## src/rtl/fwb_pkg.sv

```systemverilog
package fwb_pkg;
  // {mark, dirty} encoding of one line
  typedef enum logic [1:0] {
    LN_CLEAN  = 2'b00,
    LN_DIRTY  = 2'b01,
    LN_MARKED = 2'b11
  } line_state_e;

  function automatic line_state_e line_state(input logic mark, input logic dirty);
    if (!dirty)    return LN_CLEAN;
    else if (mark) return LN_MARKED;
    else           return LN_DIRTY;
  endfunction
endpackage

```

## src/rtl/fwb_interval_timer.sv

```systemverilog
module fwb_interval_timer #(
  parameter int INTERVAL_W = 16
) (
  input  logic                  clk,
  input  logic                  rst,
  input  logic                  idle,
  input  logic [INTERVAL_W-1:0] interval,
  output logic                  start
);
  localparam logic [INTERVAL_W-1:0] CNT_MAX = '1;

  logic [INTERVAL_W-1:0] cnt_q;

  assign start = idle && (interval != '0) && (cnt_q >= interval - 1'b1);

  always_ff @(posedge clk) begin
    if (rst) begin
      cnt_q <= '0;
    end else if (!idle || start) begin
      cnt_q <= '0;
    end else if (cnt_q != CNT_MAX) begin
      cnt_q <= cnt_q + 1'b1;
    end
  end


  no_start_disabled_chk: assert property (@(posedge clk) disable iff (rst)
    (interval == '0) |-> !start);
endmodule

```

## src/rtl/fwb_line_array.sv

```systemverilog
module fwb_line_array #(
  parameter int NUM_LINES = 16,
  parameter int IDX_W     = $clog2(NUM_LINES)
) (
  input  logic                 clk,
  input  logic                 rst,
  input  logic                 wr_en,
  input  logic [IDX_W-1:0]     wr_idx,
  input  logic                 ev_en,
  input  logic [IDX_W-1:0]     ev_idx,
  input  logic                 mark_en,
  input  logic [IDX_W-1:0]     mark_idx,
  input  logic                 clr_en,
  input  logic [IDX_W-1:0]     clr_idx,
  input  logic                 clr_keep,
  output logic [NUM_LINES-1:0] dirty_vec,
  output logic [NUM_LINES-1:0] mark_vec,
  output logic [NUM_LINES-1:0] valid_vec
);
  for (genvar i = 0; i < NUM_LINES; i++) begin : g_line
    logic d_q, m_q, v_q;
    logic d_n, m_n, v_n;

    // Update order: scan mark, post-ack clear, eviction, write.
    always_comb begin
      d_n = d_q;
      m_n = m_q;
      v_n = v_q;
      if (mark_en && mark_idx == IDX_W'(i)) m_n = 1'b1;
      if (clr_en && clr_idx == IDX_W'(i)) begin
        m_n = 1'b0;
        d_n = clr_keep;
      end
      if (ev_en && ev_idx == IDX_W'(i)) begin
        m_n = 1'b0;
        d_n = 1'b0;
        v_n = 1'b0;
      end
      if (wr_en && wr_idx == IDX_W'(i)) begin
        d_n = 1'b1;
        v_n = 1'b1;
      end
    end

    always_ff @(posedge clk) begin
      if (rst) begin
        d_q <= 1'b0;
        m_q <= 1'b0;
        v_q <= 1'b0;
      end else begin
        d_q <= d_n;
        m_q <= m_n;
        v_q <= v_n;
      end
    end

    assign dirty_vec[i] = d_q;
    assign mark_vec[i]  = m_q;
    assign valid_vec[i] = v_q;
  end


  mark_needs_dirty_chk: assert property (@(posedge clk) disable iff (rst)
    (mark_vec & ~dirty_vec) == '0);


  write_sets_dirty_chk: assert property (@(posedge clk) disable iff (rst)
    wr_en |=> (dirty_vec[$past(wr_idx)] && valid_vec[$past(wr_idx)]));


  evict_clears_chk: assert property (@(posedge clk) disable iff (rst)
    (ev_en && !(wr_en && wr_idx == ev_idx)) |=>
      (!dirty_vec[$past(ev_idx)] && !mark_vec[$past(ev_idx)]));
endmodule

```

## src/rtl/fwb_scan_ctrl.sv

```systemverilog
module fwb_scan_ctrl
  import fwb_pkg::*;
#(
  parameter int NUM_LINES = 16,
  parameter int IDX_W     = $clog2(NUM_LINES)
) (
  input  logic                 clk,
  input  logic                 rst,
  input  logic                 start,
  input  logic [NUM_LINES-1:0] dirty_vec,
  input  logic [NUM_LINES-1:0] mark_vec,
  input  logic [NUM_LINES-1:0] valid_vec,
  input  logic                 wr_en,
  input  logic [IDX_W-1:0]     wr_idx,
  input  logic                 wb_ack,
  output logic                 mark_en,
  output logic [IDX_W-1:0]     mark_idx,
  output logic                 clr_en,
  output logic [IDX_W-1:0]     clr_idx,
  output logic                 clr_keep,
  output logic                 wb_req,
  output logic [IDX_W-1:0]     wb_idx,
  output logic                 scanning
);
  localparam logic [IDX_W-1:0] LAST = IDX_W'(NUM_LINES - 1);

  logic             waiting_q, redirty_q;
  logic [IDX_W-1:0] ptr_q;
  line_state_e      cur;
  logic             visit, force_now, ack_now, advance;

  assign cur       = line_state(mark_vec[ptr_q], dirty_vec[ptr_q] & valid_vec[ptr_q]);
  assign visit     = scanning && !waiting_q;
  assign force_now = visit && (cur == LN_MARKED);
  assign ack_now   = waiting_q && wb_ack;
  assign advance   = (visit && !force_now) || ack_now;

  assign mark_en   = visit && (cur == LN_DIRTY);
  assign mark_idx  = ptr_q;
  assign clr_en    = ack_now;
  assign clr_idx   = wb_idx;
  assign clr_keep  = redirty_q;

  always_ff @(posedge clk) begin
    if (rst) begin
      scanning  <= 1'b0;
      waiting_q <= 1'b0;
      redirty_q <= 1'b0;
      ptr_q     <= '0;
      wb_req    <= 1'b0;
      wb_idx    <= '0;
    end else begin
      if (start) begin
        scanning <= 1'b1;
        ptr_q    <= '0;
      end else if (advance) begin
        if (ptr_q == LAST) scanning <= 1'b0;
        else               ptr_q    <= ptr_q + 1'b1;
      end

      if (force_now) begin
        wb_req    <= 1'b1;
        wb_idx    <= ptr_q;
        waiting_q <= 1'b1;
      end else if (ack_now) begin
        wb_req    <= 1'b0;
        waiting_q <= 1'b0;
      end

      if (force_now)
        redirty_q <= wr_en && (wr_idx == ptr_q);
      else if (waiting_q && !wb_ack && wr_en && (wr_idx == wb_idx))
        redirty_q <= 1'b1;
    end
  end


  req_hold_chk: assert property (@(posedge clk) disable iff (rst)
    (wb_req && !wb_ack) |=> (wb_req && $stable(wb_idx)));


  req_from_marked_chk: assert property (@(posedge clk) disable iff (rst)
    $rose(wb_req) |-> ($past(mark_vec[ptr_q]) && $past(dirty_vec[ptr_q])));


  req_within_pass_chk: assert property (@(posedge clk) disable iff (rst)
    wb_req |-> scanning);
endmodule

```

## src/rtl/fwb_scanner.sv

```systemverilog
module fwb_scanner #(
  parameter int NUM_LINES  = 16,
  parameter int INTERVAL_W = 16,
  localparam int IDX_W     = $clog2(NUM_LINES)
) (
  input  logic                  clk,
  input  logic                  rst,
  input  logic                  wr_valid,
  input  logic [IDX_W-1:0]      wr_idx,
  input  logic                  evict_valid,
  input  logic [IDX_W-1:0]      evict_idx,
  input  logic [INTERVAL_W-1:0] scan_interval,
  input  logic                  wb_ack,
  output logic                  wb_req,
  output logic [IDX_W-1:0]      wb_idx,
  output logic                  busy
);
  logic                 start, scanning;
  logic                 mark_en, clr_en, clr_keep;
  logic [IDX_W-1:0]     mark_idx, clr_idx;
  logic [NUM_LINES-1:0] dirty_vec, mark_vec, valid_vec;

  fwb_interval_timer #(.INTERVAL_W(INTERVAL_W)) timer_i (
    .clk(clk), .rst(rst), .idle(!scanning), .interval(scan_interval), .start(start)
  );

  fwb_line_array #(.NUM_LINES(NUM_LINES), .IDX_W(IDX_W)) lines_i (
    .clk(clk), .rst(rst),
    .wr_en(wr_valid), .wr_idx(wr_idx),
    .ev_en(evict_valid), .ev_idx(evict_idx),
    .mark_en(mark_en), .mark_idx(mark_idx),
    .clr_en(clr_en), .clr_idx(clr_idx), .clr_keep(clr_keep),
    .dirty_vec(dirty_vec), .mark_vec(mark_vec), .valid_vec(valid_vec)
  );

  fwb_scan_ctrl #(.NUM_LINES(NUM_LINES), .IDX_W(IDX_W)) ctrl_i (
    .clk(clk), .rst(rst), .start(start),
    .dirty_vec(dirty_vec), .mark_vec(mark_vec), .valid_vec(valid_vec),
    .wr_en(wr_valid), .wr_idx(wr_idx), .wb_ack(wb_ack),
    .mark_en(mark_en), .mark_idx(mark_idx),
    .clr_en(clr_en), .clr_idx(clr_idx), .clr_keep(clr_keep),
    .wb_req(wb_req), .wb_idx(wb_idx), .scanning(scanning)
  );

  assign busy = scanning;
endmodule

```

## config.mk

```make
export PLATFORM = sky130hd
export DESIGN_NAME = fwb_scanner
export DESIGN_NICKNAME = d
export VERILOG_FILES = /design/src/rtl/fwb_pkg.sv /design/src/rtl/fwb_interval_timer.sv /design/src/rtl/fwb_line_array.sv /design/src/rtl/fwb_scan_ctrl.sv /design/src/rtl/fwb_scanner.sv
export SDC_FILE = /design/constraint.sdc
export NUM_CORES = 1
export LEC_CHECK = 0
export ABC_AREA = 1
export BUFFER_PORTS_ARGS = -buffer_cell sky130_fd_sc_hd__buf_2
export CAP_MARGIN = 20
export CORE_UTILIZATION = 55
export DETAILED_ROUTE_END_ITERATION = 16
export PLACE_DENSITY = 0.84
export RECOVER_POWER = 100
export SYNTH_ARGS = -nofsm -noshare
export SYNTH_HDL_FRONTEND = slang
export SYNTH_SLANG_ARGS = --single-unit
```

## constraint.sdc

```tcl
create_clock -name clk -period 5.1 [get_ports clk]
set_input_delay 0.51 -clock clk [delete_from_list [all_inputs] [get_ports clk]]
set_output_delay 0.51 -clock clk [all_outputs]
set_load 0.1 [all_outputs]
```

### Yosys cells after proc, flatten, opt, wreduce, memory -nomap -nowiden

Index checks and enable logic that the tools add are counted.

* register bits: 75
* latch bits: 0
* RAM bits: 0
* bits in read-only memories: 0
* input port bits: 29
* output and inout port bits: 6
* word-level logic and storage cells: 363
* memories kept: 0

* add/subtract/negate cells: 3
* multipliers: 0
* divide/modulo/power cells: 0
* magnitude comparators: 2
* eq/ne operators: 65
* shift-type cells: 0
* multiplexer cells: 95
* bitwise logic cells: 2
* reduce and logical (&&, ||, !) cells: 142

Operators by type and width (number)
* $eq A4 B4 Y1 const B: 32
* $mux W1: 90
* $logic_and A1 B1 Y1: 75
* $eq A4 B3 Y1 const B: 16
* $reduce_bool A3 Y1: 16
* $reduce_or A3 Y1: 16
* $reduce_bool A2 Y1: 20
* $eq A4 B2 Y1 const B: 8
* $add A16 B1 Y16 const B: 1
* $eq A4 B1 Y1 const B: 4
* $ge A16 B16 Y1: 1
* $logic_not A4 Y1: 4
* $ne A16 B16 Y1 const B: 1
* $reduce_bool A16 Y1: 1
* $sub A16 B1 Y16 const B: 1
* $bmux W1 S4: 3
* $eq A4 B4 Y1: 2
* $lt A4 B5 Y1 const B: 1
* $add A4 B1 Y4 const B: 1
* $logic_not A1 Y1: 4
* $mux W2: 2
* $reduce_and A2 Y1: 2
* $reduce_or A2 Y1: 2
* $eq A2 B1 Y1 const B: 1
* other kinds (4): 5

### Logic depth before layout (Yosys ltp)

* depth after elaboration: 11
* depth in mapped cells: 23
* depth with buffers taken out: 22

### Hierarchy

A second synthesis with hierarchy kept.

* cell total of the unflattened synthesis: 828
* area total of the unflattened synthesis: 5361.4 um2

Modules (own cells, without submodules)
* fwb_line_array: instances 1, cells each 422, area an instance 2737.6 um2, sequential area each 960.9 um2
* fwb_interval_timer: instances 1, cells each 241, area an instance 1589.0 um2, sequential area each 320.3 um2
* fwb_scan_ctrl: instances 1, cells each 164, area an instance 1031.0 um2, sequential area each 220.2 um2
* fwb_scanner: instances 1, cells each 1, area an instance 3.8 um2, sequential area each 0.0 um2

### Least setup slack after synthesis

Ideal clock, no wire load.

* kind: input-to-reg
* start point: input port scan_interval[1]
* end point: register timer_i.cnt_q[10]
* library setup time: 0.117 ns
* data arrival time: 2.854 ns
* data required time: 4.983 ns
* setup slack: 2.129 ns
* stages on the path: 19
* buffers on the path: 1
* cells stage by stage: nor2_1 nand2_1 nor4_1 nand2_1 nor2_1 nand4_1 nor3_1 xnor2_1 ha_1 nand2_1 inv_1 nand3_1 nor3_1 nand3_1 nand3_1 nand3_2 nand3_2 buf_4 nor2_1

* cells in the longest elaborated chain, start to end: 5
* elaborated cells between the ends (all ways): 7
* classes of those cells: add/sub (1); order compare (1); reduce/logical (5)

Ends and longest elaborated chain
* start, declared: RTL line fwb_scanner.sv:12 `input logic [INTERVAL_W-1:0] scan_interval,`
* $sub A16 B1 Y16 or $reduce_bool A16 Y1 (tied branches): RTL line fwb_interval_timer.sv:14 `assign start = idle && (interval != '0) && (cnt_q >= interval - 1'b1);`
* $ge A16 B16 Y1 or $logic_and A1 B1 Y1 (tied branches): RTL line fwb_interval_timer.sv:14
* $logic_and A1 B1 Y1 *: RTL line fwb_interval_timer.sv:14
* $logic_or A1 B1 Y1 *: RTL line fwb_interval_timer.sv:19 `end else if (!idle || start) begin`
* $reduce_or A2 Y1 (no line) *
* end signal, assigned: RTL line fwb_interval_timer.sv:22 `cnt_q <= cnt_q + 1'b1;`
* end, declared: RTL line fwb_interval_timer.sv:12 `logic [INTERVAL_W-1:0] cnt_q;`

Mark *: on every way between the ends. The rest lies on a longest branch, timed or not.
A chain may end at the register's enable or synchronous reset.

### Final worst setup path

* start point: register ctrl_i.ptr_q[1] (netlist: ctrl_i.mark_idx[1])
* end point: register lines_i.g_line[13].m_q

* cells in the longest elaborated chain, start to end: 7
* elaborated cells between the ends (all ways): 13
* classes of those cells: eq/ne (2); mux (8); bitwise (1); reduce/logical (2)

Ends and longest elaborated chain
* start, declared: RTL line fwb_scan_ctrl.sv:28 `logic [IDX_W-1:0] ptr_q;`
* start signal, assigned: RTL line fwb_scan_ctrl.sv:58 `else ptr_q <= ptr_q + 1'b1;`
* $bmux W1 S4: RTL line fwb_scan_ctrl.sv:32 `assign cur = line_state(mark_vec[ptr_q], dirty_vec[ptr_q] & valid_vec[ptr_q]);`
* $mux W1 (not written as such): RTL line fwb_scan_ctrl.sv:32
* $and A1 B1 Y1 or $mux W2 (tied branches): RTL line fwb_scan_ctrl.sv:32, fwb_pkg.sv:11
* $mux W2: RTL line fwb_pkg.sv:10 `if (!dirty) return LN_CLEAN;`
* $eq A2 B1 Y1: RTL line fwb_scan_ctrl.sv:38 `assign mark_en = visit && (cur == LN_DIRTY);`
* $logic_and A1 B1 Y1: RTL line fwb_scan_ctrl.sv:38
* $logic_and A1 B1 Y1 *: RTL line fwb_line_array.sv:29 `if (mark_en && mark_idx == IDX_W'(i)) m_n = 1'b1;`
* end signal, assigned: RTL line fwb_line_array.sv:52 `m_q <= m_n;`
* end, declared: RTL line fwb_line_array.sv:21 `logic d_q, m_q, v_q;`

Mark *: on every way between the ends. The rest lies on a longest branch, timed or not. The select of a mux whose other input is x is not followed.

==> results.ini <==
[outcome]
status = complete, but fails checks
violations = capacitance limit, slew limit

[timing]
drv_slew = 34
fin_crit_ps = 3850
max_freq_ghz = 0.259
worstMarginPinSlew_ps = 1520
setup_viol = 0
relSlewSlack_pct = -1.01
skew_ps = 14.8
setup_tns_ps = 0
finalHoldViolCount = 0
rsz0062_at_grt = no
fin_crit_sh_pct = 75.6

[drt]
avgRoutedWirePerCell_um = 14.6
via_per_inst = 5.59
route.detailed.drc = 0
drt-pass1-iter-count = 6
vias = 4955
antenna_left = 0
drt_iter0_drc = 575
wl_mm = 12.9

[placed_design]
hpwlAfterDp_mm = 9.66
gp_congestion = 0.964
port_buffers = 34

[global_route]
overflow = 0
grt_pass1_wl_mm = 21.2
grt_start_max_net_pins = 34
grt.total_usage_pct = 30.4
grt_pass1_vias = 4616
antenna_found_initial = 0

[setup_path]
crit_fanout = 17
cp_common_cell = nand2_1
regToRegStartpoint = ctrl_i.mark_idx[1]$_SDFFE_PP0P_
crit_path_start = ctrl_i.mark_idx[1]$_SDFFE_PP0P_
arrival_ps = 4140
worst_ep_required_time_ps = 5390
critPathKind = reg2reg
end_kind = flop
cp_cell_sequence = inv_1 > nor2_1 > nand2_1 > nand2_1 > nand2_1 > nand2_1 > clkinv_1 > nand2_1 > nand2_1 > nor3_1 > nand3_1 > a21oi_1
slowest_stage = nor3_1
max_stage_delay_ps = 1090
startpoint_type = flop

[synth]
syn_area_sq_um = 4810
ys_seq_area_share_pct = 31.2
avgSynthCellArea_sq_um = 6.43
yosys.area_share.adder_pct = 5.72
synthDistinctLibCells = 37
synth_top_family_by_area = simple AND/OR/NAND/NOR gates
synthCells = 749
synthSimpleGateAreaFrac_pct = 32.8
syn_nets = 800
synth_mux_area_share_pct = 0.624
synth_seq_cells = 75
synth_compound_area_share_pct = 12.6
yosys_warnings = 0
synth-xor-area-share_pct = 4.73

[final_layout]
final_common_cell = nand2_1
drive_gt1_share_pct = 7.16
layout.nets = 829
layout_common_cells = nand2_1 (178), inv_1 (130), nor2_1 (82)
fillers = 786
finish.utilization_pct = 62.4
diodes = 0
syn2layout_area_growth_pct = 8.11

[pwr]
p_per_area_nw_per_um2 = 233
total_power_w = 0.00121
p_leak_nw = 2.20
p_comb_share_pct = 8.8
switching_share_pct = 24.5
p_int_w = 0.000914
seq_power_share_pct = 49.3
p_sw_w = 0.000297
peakVddDrop_v = 0.000185
p_clk_share_pct = 41.8

[die]
die_area_sq_um = 9130
fp.coreArea_sq_um = 8340
pin_count = 35
rows = 33
die_x_um = 95.6
start_util_pct = 57.7
fp.dieH_um = 95.6

[cts]
cts-htree-levels = 3
numClockSinks = 75
clkTransAtPathRegs_ps = 90
cts_buffers = 9
ctsHoldBuffers = 0
ctsRootBufferMaster = clkbuf_8
ctsLongestPathBuffers = 2
cts_tree = yes
ctsResizeCount = 0
insertion_delay_ps = 360
cts_setup_buffers = 0

[worst_hold_path]
holdCritPathClass = reg2reg
min_from = lines_i.g_line[5].m_q$_SDFFE_PP0P_

[job]
max-cap-violations = 1

synth_stat cells:
| master | number | area [sq um] |
|---|---|---|
| inv_1 | 129 | 484 |
| xnor2_1 | 3 | 26.3 |
| nor2_4 | 2 | 22.5 |
| inv_2 | 5 | 18.8 |
| buf_2 | 6 | 30.0 |
| nor4_1 | 3 | 18.8 |
| o22ai_1 | 6 | 37.5 |
| o21a_1 | 1 | 7.51 |
| mux2i_1 | 3 | 30.0 |
| o211ai_1 | 7 | 52.6 |
| o31ai_1 | 1 | 7.51 |
| buf_6 | 1 | 11.3 |
| a41oi_1 | 4 | 35.0 |
| nand2_1 | 177 | 664 |
| nor3_4 | 1 | 16.3 |
| nand3_2 | 2 | 20.0 |
| a31oi_1 | 8 | 50.1 |
| o32ai_1 | 5 | 43.8 |
| xor2_1 | 23 | 201 |
| o21ai_1 | 1 | 5.00 |
| o221ai_1 | 1 | 8.76 |
| or2_2 | 5 | 31.3 |
| nand2_2 | 2 | 12.5 |
| nor3_2 | 1 | 10.0 |
| a211oi_1 | 1 | 7.51 |
| nor2_2 | 5 | 31.3 |
| dfxtp_1 | 75 | 1500 |
| a22o_1 | 1 | 8.76 |
| o21ai_0 | 22 | 110 |
| nor2_1 | 81 | 304 |
| nand4_1 | 5 | 31.3 |
| a21oi_1 | 46 | 230 |
| ha_1 | 22 | 275 |
| buf_4 | 3 | 22.5 |
| nor3_1 | 13 | 65.1 |
| clkbuf_1 | 8 | 30.0 |
| nand3_1 | 70 | 350 |
final cells by class:
type                    count  area, sq um  area share (%)
clock buffers              10          138            2.64
inverters                 134          503            9.67
multi-input cells         522         2680            51.6
flip-flops and latches     75         1500            28.9
repair buffers             36          169            3.25
well taps                 105          131            2.52
clock inverters             5         77.6            1.49
power groups by stage:
stage          combinational [W]  sequential (W)  clock [W]
5_1_grt                 0.000118        0.000598   0.000537
3_3_place_gp            0.000100        0.000610          0
3_5_place_dp            0.000104        0.000611          0
6_report                0.000107        0.000597   0.000507
2_1_floorplan          0.0000677        0.000610          0
4_1_cts                 0.000105        0.000597   0.000510
registers in the layout (all words and copies together) (netlist names), 4 cells and up:
register / flops
lines_i.g_line.d_q: 16
lines_i.g_line.m_q: 16
ctrl_i.clr_idx: 4
ctrl_i.mark_idx: 4
timer_i.cnt_q: 16
lines_i.g_line.v_q: 16
final timing paths:
| path | end | slack, ps | depth (start not counted) |
|---|---|---|---|
| min reg2reg | lines_i.g_line[5].m_q$_SDFFE_PP0P_ | 450 | 2 |
| min | lines_i.g_line[5].m_q$_SDFFE_PP0P_ | 450 | 2 |
| max reg2reg | lines_i.g_line[13].m_q$_SDFFE_PP0P_ | 1250 | 12 |
| max | lines_i.g_line[13].m_q$_SDFFE_PP0P_ | 1250 | 12 |
worst max-delay path, delay by kind of cell (launching register included):
family	cells	cell delay, ps
flip-flops	1	830
AO/OA/AOI/OAI	1	210
AND/OR/NAND/NOR	9	2100
buffers and inverters	2	620
logic make-up (layout without fill, tap and decap cells):
family	count (synthesis)	count (layout)
xor gates and xnor gates	26	26
buffers and inverters	152	185
adders and majority gates	22	22
DFF	75	75
and+or+nand+nor	367	367
AOI/OAI and AO/OA	104	104
muxes	3	3
metal layers:
metal | wire (um) | GRT usage (%) | part of all wire [%] | vias to the layer above
met5 | 0 | 0 | 0 | -
met4 | 409 | 10.3 | 3.2 | 0
met3 | 1160 | 8.13 | 8.9 | 42
met2 | 5780 | 49.0 | 45 | 245
met1 | 5580 | 39.3 | 43 | 2220
li1 | - | - | - | 2448
per-stage QoR:
step	cells	area (sq um)	setup slack (ps)	hold slack, ps
after global routing	887	5200	844	470
after CTS	887	5250	1810	450
after floorplan	749	4810	2130	425
after global placement	872	5040	1730	437
after detailed placement	872	5040	1450	437
final	887	5200	1250	449
(Power assumes the default switching activity.)
